`src/rtl/rts_pkg.sv`:
```
package rts_pkg;

    // Largest CAS latency supported by the capture pipeline.
    localparam int MAX_CL = 3;

    typedef struct packed {
        logic cs_n;
        logic ras_n;
        logic cas_n;
        logic we_n;
    } sd_cmd_t;

    localparam sd_cmd_t CMD_NOP  = '{cs_n: 1'b0, ras_n: 1'b1, cas_n: 1'b1, we_n: 1'b1};
    localparam sd_cmd_t CMD_READ = '{cs_n: 1'b0, ras_n: 1'b1, cas_n: 1'b0, we_n: 1'b1};
    localparam sd_cmd_t CMD_BST  = '{cs_n: 1'b0, ras_n: 1'b1, cas_n: 1'b1, we_n: 1'b0};

    // Latency in clock cycles selected by the CL flag.
    function automatic logic [1:0] cl_cycles(input logic cl3);
        return cl3 ? 2'd3 : 2'd2;
    endfunction

endpackage

```
`src/rtl/rts_issue.sv`:
```
module rts_issue
    import rts_pkg::*;
#(
    parameter int BANK_W = 2,
    parameter int ADDR_W = 12,
    parameter int COL_W  = 8,
    parameter int CNT_W  = 6
) (
    input  logic              clk,
    input  logic              rst,
    input  logic              start,
    input  logic [CNT_W-1:0]  n_slots,
    input  logic              need_term,
    input  logic              autopre,
    input  logic [BANK_W-1:0] bank,
    input  logic [COL_W-1:0]  col,
    output sd_cmd_t           cmd,
    output logic [BANK_W-1:0] ba,
    output logic [ADDR_W-1:0] addr,
    output logic              slot
);

    logic             issuing;
    logic [CNT_W-1:0] slots_left;
    logic             term_pend;
    logic [ADDR_W-1:0] rd_addr;

    // Column in the low bits, auto-precharge on A10.
    always_comb begin
        rd_addr              = '0;
        rd_addr[COL_W-1:0]   = col;
        rd_addr[10]          = autopre;
    end

    // One slot per wanted word, the first on the accept edge.
    assign slot = start | (issuing && (slots_left != '0));

    always_ff @(posedge clk) begin
        if (rst) begin
            cmd        <= CMD_NOP;
            ba         <= '0;
            addr       <= '0;
            issuing    <= 1'b0;
            slots_left <= '0;
            term_pend  <= 1'b0;
        end else begin
            cmd  <= CMD_NOP;
            ba   <= '0;
            addr <= '0;
            if (start) begin
                cmd        <= CMD_READ;
                ba         <= bank;
                addr       <= rd_addr;
                issuing    <= 1'b1;
                slots_left <= n_slots - 1'b1;
                term_pend  <= need_term;
            end else if (issuing) begin
                if (slots_left != '0) begin
                    slots_left <= slots_left - 1'b1;
                end else begin
                    // N cycles after the READ: terminate if truncating
                    issuing   <= 1'b0;
                    term_pend <= 1'b0;
                    if (term_pend) cmd <= CMD_BST;
                end
            end
        end
    end

    // a READ is never followed directly by another READ
    a_r1_single_read: assert property (@(posedge clk) disable iff (rst)
        (cmd == CMD_READ) |=> (cmd != CMD_READ));

    // the terminate goes out only once all slots are spent
    a_r2_term_after_slots: assert property (@(posedge clk) disable iff (rst)
        (cmd == CMD_BST) |-> (!slot && !issuing));

endmodule

```
`src/rtl/rts_capture.sv`:
```
module rts_capture
    import rts_pkg::*;
#(
    parameter int DATA_W = 16,
    parameter int CNT_W  = 6
) (
    input  logic              clk,
    input  logic              rst,
    input  logic              start,
    input  logic              cl3,
    input  logic              slot,
    input  logic [CNT_W-1:0]  n_words,
    input  logic [DATA_W-1:0] dq,
    output logic [DATA_W-1:0] rd_data,
    output logic              rd_valid,
    output logic              cap_en,
    output logic              cap_last
);

    logic [MAX_CL:0]  vpipe;
    logic             cl3_q;
    logic [CNT_W-1:0] words_left;

    // A slot launched at edge e is sampled on the DQ bus at edge e+CL+1.
    assign cap_en   = vpipe[cl_cycles(cl3_q)];
    assign cap_last = cap_en && (words_left == CNT_W'(1));

    always_ff @(posedge clk) begin
        if (rst) begin
            vpipe      <= '0;
            cl3_q      <= 1'b0;
            words_left <= '0;
            rd_data    <= '0;
            rd_valid   <= 1'b0;
        end else begin
            vpipe    <= {vpipe[MAX_CL-1:0], slot};
            rd_valid <= cap_en;
            if (cap_en) begin
                rd_data    <= dq;
                words_left <= words_left - 1'b1;
            end
            if (start) begin
                cl3_q      <= cl3;
                words_left <= n_words;
            end
        end
    end

    // never capture more words than were requested
    a_r4_no_extra_word: assert property (@(posedge clk) disable iff (rst)
        cap_en |-> (words_left != '0));

endmodule

```
`src/rtl/rd_trunc_seq.sv`:
```
module rd_trunc_seq
    import rts_pkg::*;
#(
    parameter int BANK_W    = 2,
    parameter int ADDR_W    = 12,
    parameter int COL_W     = 8,
    parameter int DATA_W    = 16,
    parameter int CNT_W     = 6,
    parameter int BURST_LEN = 8
) (
    input  logic              clk,
    input  logic              rst,
    input  logic              req_valid,
    input  logic [BANK_W-1:0] req_bank,
    input  logic [COL_W-1:0]  req_col,
    input  logic [CNT_W-1:0]  req_len,
    input  logic              req_autopre,
    input  logic              cfg_cl3,
    input  logic              cfg_page_burst,
    output logic              sd_cs_n,
    output logic              sd_ras_n,
    output logic              sd_cas_n,
    output logic              sd_we_n,
    output logic [BANK_W-1:0] sd_ba,
    output logic [ADDR_W-1:0] sd_addr,
    output logic [DATA_W/8-1:0] sd_dqm,
    input  logic [DATA_W-1:0] sd_dq,
    output logic [DATA_W-1:0] rd_data,
    output logic              rd_valid,
    output logic              busy,
    output logic              done,
    output logic              req_err
);

    localparam int               DQM_W = DATA_W / 8;
    localparam logic [CNT_W-1:0] BL_C  = CNT_W'(BURST_LEN);

    sd_cmd_t          cmd;
    logic             run;
    logic             fin_q;
    logic             need_term;
    logic             bad_req;
    logic             start;
    logic [CNT_W-1:0] n_eff;
    logic             slot;
    logic             cap_en;
    logic             cap_last;

    // Truncation needed unless a fixed burst ends exactly where wanted.
    assign need_term = cfg_page_burst || (req_len < BL_C);
    assign n_eff     = need_term ? req_len : BL_C;
    assign bad_req   = (req_len == '0) || (need_term && req_autopre);
    assign start     = req_valid && !run && !bad_req;

    rts_issue #(
        .BANK_W(BANK_W), .ADDR_W(ADDR_W), .COL_W(COL_W), .CNT_W(CNT_W)
    ) u_issue (
        .clk       (clk),
        .rst       (rst),
        .start     (start),
        .n_slots   (n_eff),
        .need_term (need_term),
        .autopre   (req_autopre),
        .bank      (req_bank),
        .col       (req_col),
        .cmd       (cmd),
        .ba        (sd_ba),
        .addr      (sd_addr),
        .slot      (slot)
    );

    rts_capture #(
        .DATA_W(DATA_W), .CNT_W(CNT_W)
    ) u_capture (
        .clk      (clk),
        .rst      (rst),
        .start    (start),
        .cl3      (cfg_cl3),
        .slot     (slot),
        .n_words  (n_eff),
        .dq       (sd_dq),
        .rd_data  (rd_data),
        .rd_valid (rd_valid),
        .cap_en   (cap_en),
        .cap_last (cap_last)
    );

    assign sd_cs_n  = cmd.cs_n;
    assign sd_ras_n = cmd.ras_n;
    assign sd_cas_n = cmd.cas_n;
    assign sd_we_n  = cmd.we_n;
    assign busy     = run;

    always_ff @(posedge clk) begin
        if (rst) begin
            run     <= 1'b0;
            fin_q   <= 1'b0;
            done    <= 1'b0;
            req_err <= 1'b0;
            sd_dqm  <= {DQM_W{1'b1}};
        end else begin
            fin_q   <= cap_last;
            done    <= fin_q;
            req_err <= req_valid && !run && bad_req;
            if (start) begin
                run    <= 1'b1;
                sd_dqm <= '0;
            end else if (cap_last) begin
                run    <= 1'b0;
                sd_dqm <= {DQM_W{1'b1}};
            end
        end
    end

    // masks are open whenever a word is being sampled
    a_r8_dqm_low_on_capture: assert property (@(posedge clk) disable iff (rst)
        cap_en |-> (sd_dqm == '0));

    // a refused request issues no command
    a_r7_reject_no_read: assert property (@(posedge clk) disable iff (rst)
        req_err |-> (cmd == CMD_NOP));

    // done only directly after a delivered word
    a_r10_done_after_word: assert property (@(posedge clk) disable iff (rst)
        done |-> $past(rd_valid));

    // no new READ while a previous one is still being collected
    a_r9_no_read_when_busy: assert property (@(posedge clk) disable iff (rst)
        (cmd == CMD_READ) |-> !$past(run));

endmodule

```
`config.mk`:
```
export PLATFORM = sky130hd
export DESIGN_NAME = rd_trunc_seq
export DESIGN_NICKNAME = d
export VERILOG_FILES = /design/src/rtl/rts_pkg.sv /design/src/rtl/rts_issue.sv /design/src/rtl/rts_capture.sv /design/src/rtl/rd_trunc_seq.sv
export SDC_FILE = /design/constraint.sdc
export NUM_CORES = 1
export LEC_CHECK = 0
export ABC_AREA = 1
export BUFFER_PORTS_ARGS = -buffer_cell sky130_fd_sc_hd__buf_4
export CORE_MARGIN = 2
export CORE_UTILIZATION = 45
export CTS_BUF_LIST = sky130_fd_sc_hd__clkbuf_8
export DETAILED_ROUTE_END_ITERATION = 8
export PLACE_DENSITY_LB_ADDON = 0.2
export SYNTH_ARGS = -nofsm -noshare
export SYNTH_HDL_FRONTEND = slang
export SYNTH_SLANG_ARGS = --single-unit
```
`constraint.sdc`:
```
create_clock -name clk -period 4.13 [get_ports clk]
set_input_delay 0.413 -clock clk [delete_from_list [all_inputs] [get_ports clk]]
set_output_delay 0.413 -clock clk [all_outputs]
set_load 0.005 [all_outputs]
```
After elaboration in Yosys (flattened, before gate mapping)

Cells that the tools add are included.

Register bits after elaboration: 60
Latch bits: 0
Bits in writable memories: 0
ROM bits: 0
Bits of input ports: 38
Output and inout bits: 40
Logic and storage cells: 73
Memories kept: 0

Add/subtract/negate cells: 3
$mul: 0
Div/mod/pow operators: 0
$lt $le $gt $ge: 2
Equal/unequal tests: 2
Shift operators: 0
Mux-type cells: 23
Bitwise gates (word level): 3
Reduce and logical (&&, ||, !) cells: 20

Operators by type and width:

| kind                  | number |
|---|---|
| $mux W6               | 6 |
| $sub A6 B1 Y6 const B | 3 |
| $mux W1               | 11 |
| $mux W2               | 5 |
| $reduce_bool A2 Y1    | 4 |
| $eq A6 B1 Y1 const B  | 1 |
| $logic_and A1 B1 Y1   | 6 |
| $logic_not A6 Y1      | 1 |
| $lt A6 B4 Y1 const B  | 1 |
| $reduce_bool A6 Y1    | 1 |
| $reduce_and A2 Y1     | 2 |
| $reduce_or A4 Y1      | 1 |
| $lt A2 B3 Y1 const B  | 1 |
| $bmux W1 S2           | 1 |
| $logic_not A1 Y1      | 2 |
| $logic_or A1 B1 Y1    | 2 |
| $ne A2 B1 Y1 const B  | 1 |
| $not A1 Y1            | 2 |
| $reduce_or A2 Y1      | 1 |
| $or A1 B1 Y1          | 1 |

Logic depth before layout (Yosys ltp)

Word-level depth: 8
Depth in mapped cells: 15

By module

From an unflattened synthesis, not the netlist that was laid out.

Cells, all modules: 342
Area total of the unflattened synthesis: 2421.1 um2

By module, submodules not included:

| module       | instances | cells each | area an instance (um2) |
|---|---|---|---|
| rts_capture  | 1         | 158        | 1152.4 |
| rts_issue    | 1         | 140        | 975.9 |
| rd_trunc_seq | 1         | 44         | 292.8 |

Worst setup path before layout

OpenSTA, ideal clock, no wires.

Path type: input to register
Start: input port req_len[5]
End: register u_issue.slots_left[4]
Arrival time: 1640 ps
Data required time: 4010 ps
Path slack: 2371 ps
Stages: 14
Path buffers: 1
Path through: nor2_2 nand2_2 nand2_4 nand2_2 nand3_2 buf_6 nand2_1 nand2_2 inv_1 ha_1 nand3_1 inv_1 a21oi_1 a21oi_1

Longest elaborated chain between the ends: 8

RTL lines:

| what                                                                 | RTL line           | RTL |
|---|---|---|
| start, declared                                                      | rd_trunc_seq.sv:16 | `input logic [CNT_W-1:0] req_len,` |
| parallel branches: the longest is 8 deep, another holds $lt A6 B4 Y1 | n/a                |  |
| end signal, assigned                                                 | rts_issue.sv:55    | `slots_left <= n_slots - 1'b1;` |
| end signal, assigned                                                 | rts_issue.sv:59    | `slots_left <= slots_left - 1'b1;` |
| end, declared                                                        | rts_issue.sv:24    | `logic [CNT_W-1:0] slots_left;` |

Parallel ways; which one is timed is not known.
A chain may end at the register's enable or synchronous reset.

Worst setup path after layout

Start: register run, in the netlist busy
End: register u_issue.slots_left[4]

Longest elaborated chain between the ends: 5

RTL lines:

| what                                  | RTL line            | RTL |
|---|---|---|
| start, declared                       | rd_trunc_seq.sv:39  | `logic run;` |
| start signal, assigned                | rd_trunc_seq.sv:96  | `run <= 1'b0;` |
| start signal, assigned                | rd_trunc_seq.sv:106 | `run <= 1'b1;` |
| start signal, assigned                | rd_trunc_seq.sv:109 | `run <= 1'b0;` |
| $logic_not A1 Y1 (*)                  | rd_trunc_seq.sv:53  | `assign start = req_valid && !run && !bad_req;` |
| $logic_and A1 B1 Y1 (*) (2 in series) | rd_trunc_seq.sv:53  |  |
| $reduce_bool A2 Y1 (no line)          | n/a                 |  |
| $reduce_and A2 Y1 (no line)           | n/a                 |  |

Every way passes the cells marked *; elsewhere a longest branch is shown, timed or not.

==> impl_metrics.toml <==
[outcome]
outcome = "complete, no violations"

[clock_network]
clkTransAtPathRegs_ps = 110
clockBufferDepth = 2
hold_buffers = 0
cts.sinks = 53
cts_resized = 0
clock_latency_ps = 310
post_cts.repair.setup_buffers = 0
root_buffer = "clkbuf_8"
numCtsBuffers = 5
htreeDepth = 2
cts_tree = "built"

[worst_setup_path]
crit_arrival_ps = 2120
crit_chain = "nor2_4 > nand3_2 > nand2_1 > nand2_2 > inv_1 > ha_1 > nand3_1 > o21ai_0 > a21oi_1"
worst-path-max-fanout = 20
critical_path.endpoint_type = "register"
critPathRequiredTime_ps = 4320
slowest_delay_ps = 380
r2r_cells = 9
crit_slowest_cell = "dfxtp_1"
rrSetupSlack_ps = 2200
worst_setup_path_start_kind = "register"
critPathKind = "reg -> reg"

[floorplan]
core_um2 = 4750
ioPinCount = 78
start_util_pct = 46.9
num_rows = 25
die_w_um = 74.4
dieArea_um2 = 5530
die_h_um = 74.4

[finish]
mostFrequentLayoutCells = "buf_4, inv_1, dfxtp_1"
final_common_cell = "buf_4"
fin_nets = 400
n_fill_cell = 458
syn_to_final_growth_pct = 28.4
seq_area_um2 = 1060
drive_gt1_share_pct = 26.9
multi_input_area_um2 = 850
diodes = 0

[power_and_ir_drop]
intPower_mw = 0.801
power_frac_comb_pct = 22.4
p_sw_mw = 0.337
p_per_area_nw_per_um2 = 398
p_leak_nw = 1.41
swShare_pct = 29.6
clkPwrFrac_pct = 26.0
seqPwrFrac_pct = 51.6
max-vdd-ir-drop_mv = 0.198

[synthesis]
synth_top_cell_by_area = "dfxtp_1"
synth-edff-count = 0
syn_avg_cell_area_um2 = 7.58
syn_area_um2 = 2230
netlist.area_leader.share_pct = 47.6
ys_ff_latch = 53
synthFlopType = "dfxtp_1"
yosys_warnings = 0
yosysSeqAreaShare_pct = 47.6
ys_async_sr_fraction_pct = 0
synth_cell_types = 31
ys_top_cells_by_area = "dfxtp_1, inv_1, o21ai_0, a21oi_1, nor2_1"
postSynthCellCount = 294

[detailed_routing]
vias = 1943
antenna_left = 0
first_iter_violations = 72
route.detailed.drc = 0
detail_route.wl_per_cell_um = 10.5
totalWireLength_um = 4470
drtPass1Iterations = 6
via_per_inst = 4.55

[global_route]
first_global_vias = 1639
grt-ovfl-total = 0
antenna_found_initial = 0
grt_usage_pct = 15.9
grt_pass1_wl_um = 6980
grt_max_degree = 31

[sta]
finalCriticalPeriod_ps = 1930
rsz0062_at_grt = "no"
finalHoldViolCount = 0
setup_viol = 0
max_freq_mhz = 519
skew_ps = 13.8
slew_viol_final = 0
final.setup.tns_ps = 0
finalWorstSetupSlack_ps = 2200
max_slew_margin_pct = 49.6
tightest_slew_ps = 756
min_period_over_period_pct = 46.6

[worst_hold_path]
min_path_cells = 3
hold_class = "in -> reg"

[job]
maxCapViolations = 0

[placement]
dp_slack_ps = 1950
numPortBuffers = 72
dpl.hpwl_um = 3380
place_congestion = 0.905
==> Yosys cell counts, types with 3 or more instances <==
master and instances:
nand2_2 7, a21oi_1 27, o21ai_0 37, nor2_1 32, nand2_1 24, ha_1 3, clkbuf_1 4, buf_2 5
nand3_1 11, buf_4 7, inv_1 59, dfxtp_1 53
==> per-layer routing <==
| metal | part of all wire (%) | wire length (um) | up-vias | GRT usage [%] |
|---|---|---|---|---|
| met2 | 47 | 2080 | 53 | 25.8 |
| met4 | 1.2 | 55 | 0 | 5.56 |
| met3 | 7.1 | 318 | 6 | 3.39 |
| met1 | 45 | 2010 | 850 | 21.0 |
| li1 | - | - | 1034 | - |
| met5 | 0 | 0 | - | 0 |
==> through the flow <==
stage	hold WS, ps	utilization, %	total power, mW	cell area, um2	instances
floorplan	388	-	0.766	2240	297
CTS	306	60.2	1.15	2860	427
global placement	390	58.2	0.851	2770	419
global route	320	60.2	1.21	2860	427
detailed placement	395	58.2	0.855	2770	419
finish	308	60.2	1.14	2860	427
==> power by group through the flow <==
stage | registers (mW) | clock network (mW) | logic [mW]
floorplan | 0.597 | 0 | 0.169
global placement | 0.598 | 0 | 0.253
detailed placement | 0.599 | 0 | 0.256
CTS | 0.587 | 0.305 | 0.257
global route | 0.593 | 0.325 | 0.293
finish | 0.587 | 0.296 | 0.254
==> critical path: cells and delay by family (launching register included) <==
family                     cells  cell delay [ps]
and+or+nand+nor                5              930
DFF                            1              380
AOI/OAI and AO/OA              2              260
adders and majority gates      1              160
buffers and inverters          1               70
==> final timing paths <==
path / from / end
max reg2reg: busy$_SDFFE_PP0P_ / u_issue.slots_left[4]$_SDFFE_PP0P_
max: busy$_SDFFE_PP0P_ / u_issue.slots_left[4]$_SDFFE_PP0P_
min reg2reg: u_capture.vpipe[1]$_SDFF_PP0_ / u_capture.vpipe[2]$_SDFF_PP0_
min: req_col[7] / u_issue.addr[7]$_SDFF_PP0_
==> layout make-up <==
| type | count | area share [%] |
|---|---|---|
| clock buffers | 5 | 2.40 |
| clock inverters | 3 | 0.875 |
| multi-input cells | 166 | 29.7 |
| repair buffers | 73 | 19.2 |
| well taps | 67 | 2.93 |
| inverters | 60 | 7.87 |
| flip-flops and latches | 53 | 37.1 |
==> sequential cells by signal, indices dropped and copies added (netlist names) <==
name / flops
sd_dqm: 1
req_err: 1
u_issue.addr: 9
u_issue.cmd: 2
busy: 1
u_issue.term_pend: 1
u_capture.words_left: 6
u_capture.rd_valid: 1
u_capture.vpipe: 4
fin_q: 1
u_issue.ba: 2
u_capture.rd_data: 16
u_issue.slots_left: 6
done: 1
u_capture.cl3_q: 1
==> kinds of logic (layout without fill, tap and decap cells) <==
family                     Yosys count  in the layout  synth area share (%)
and+or+nand+nor                     85             85                  17.9
buffers and inverters               78            141                  14.9
AOI/OAI and AO/OA                   70             70                  16.3
DFF                                 53             53                  47.6
adders and majority gates            3              3                  1.68
xor gates and xnor gates             3              3                  1.18
other                                2              5                 0.337
Power figures use the tool's default switching activity.
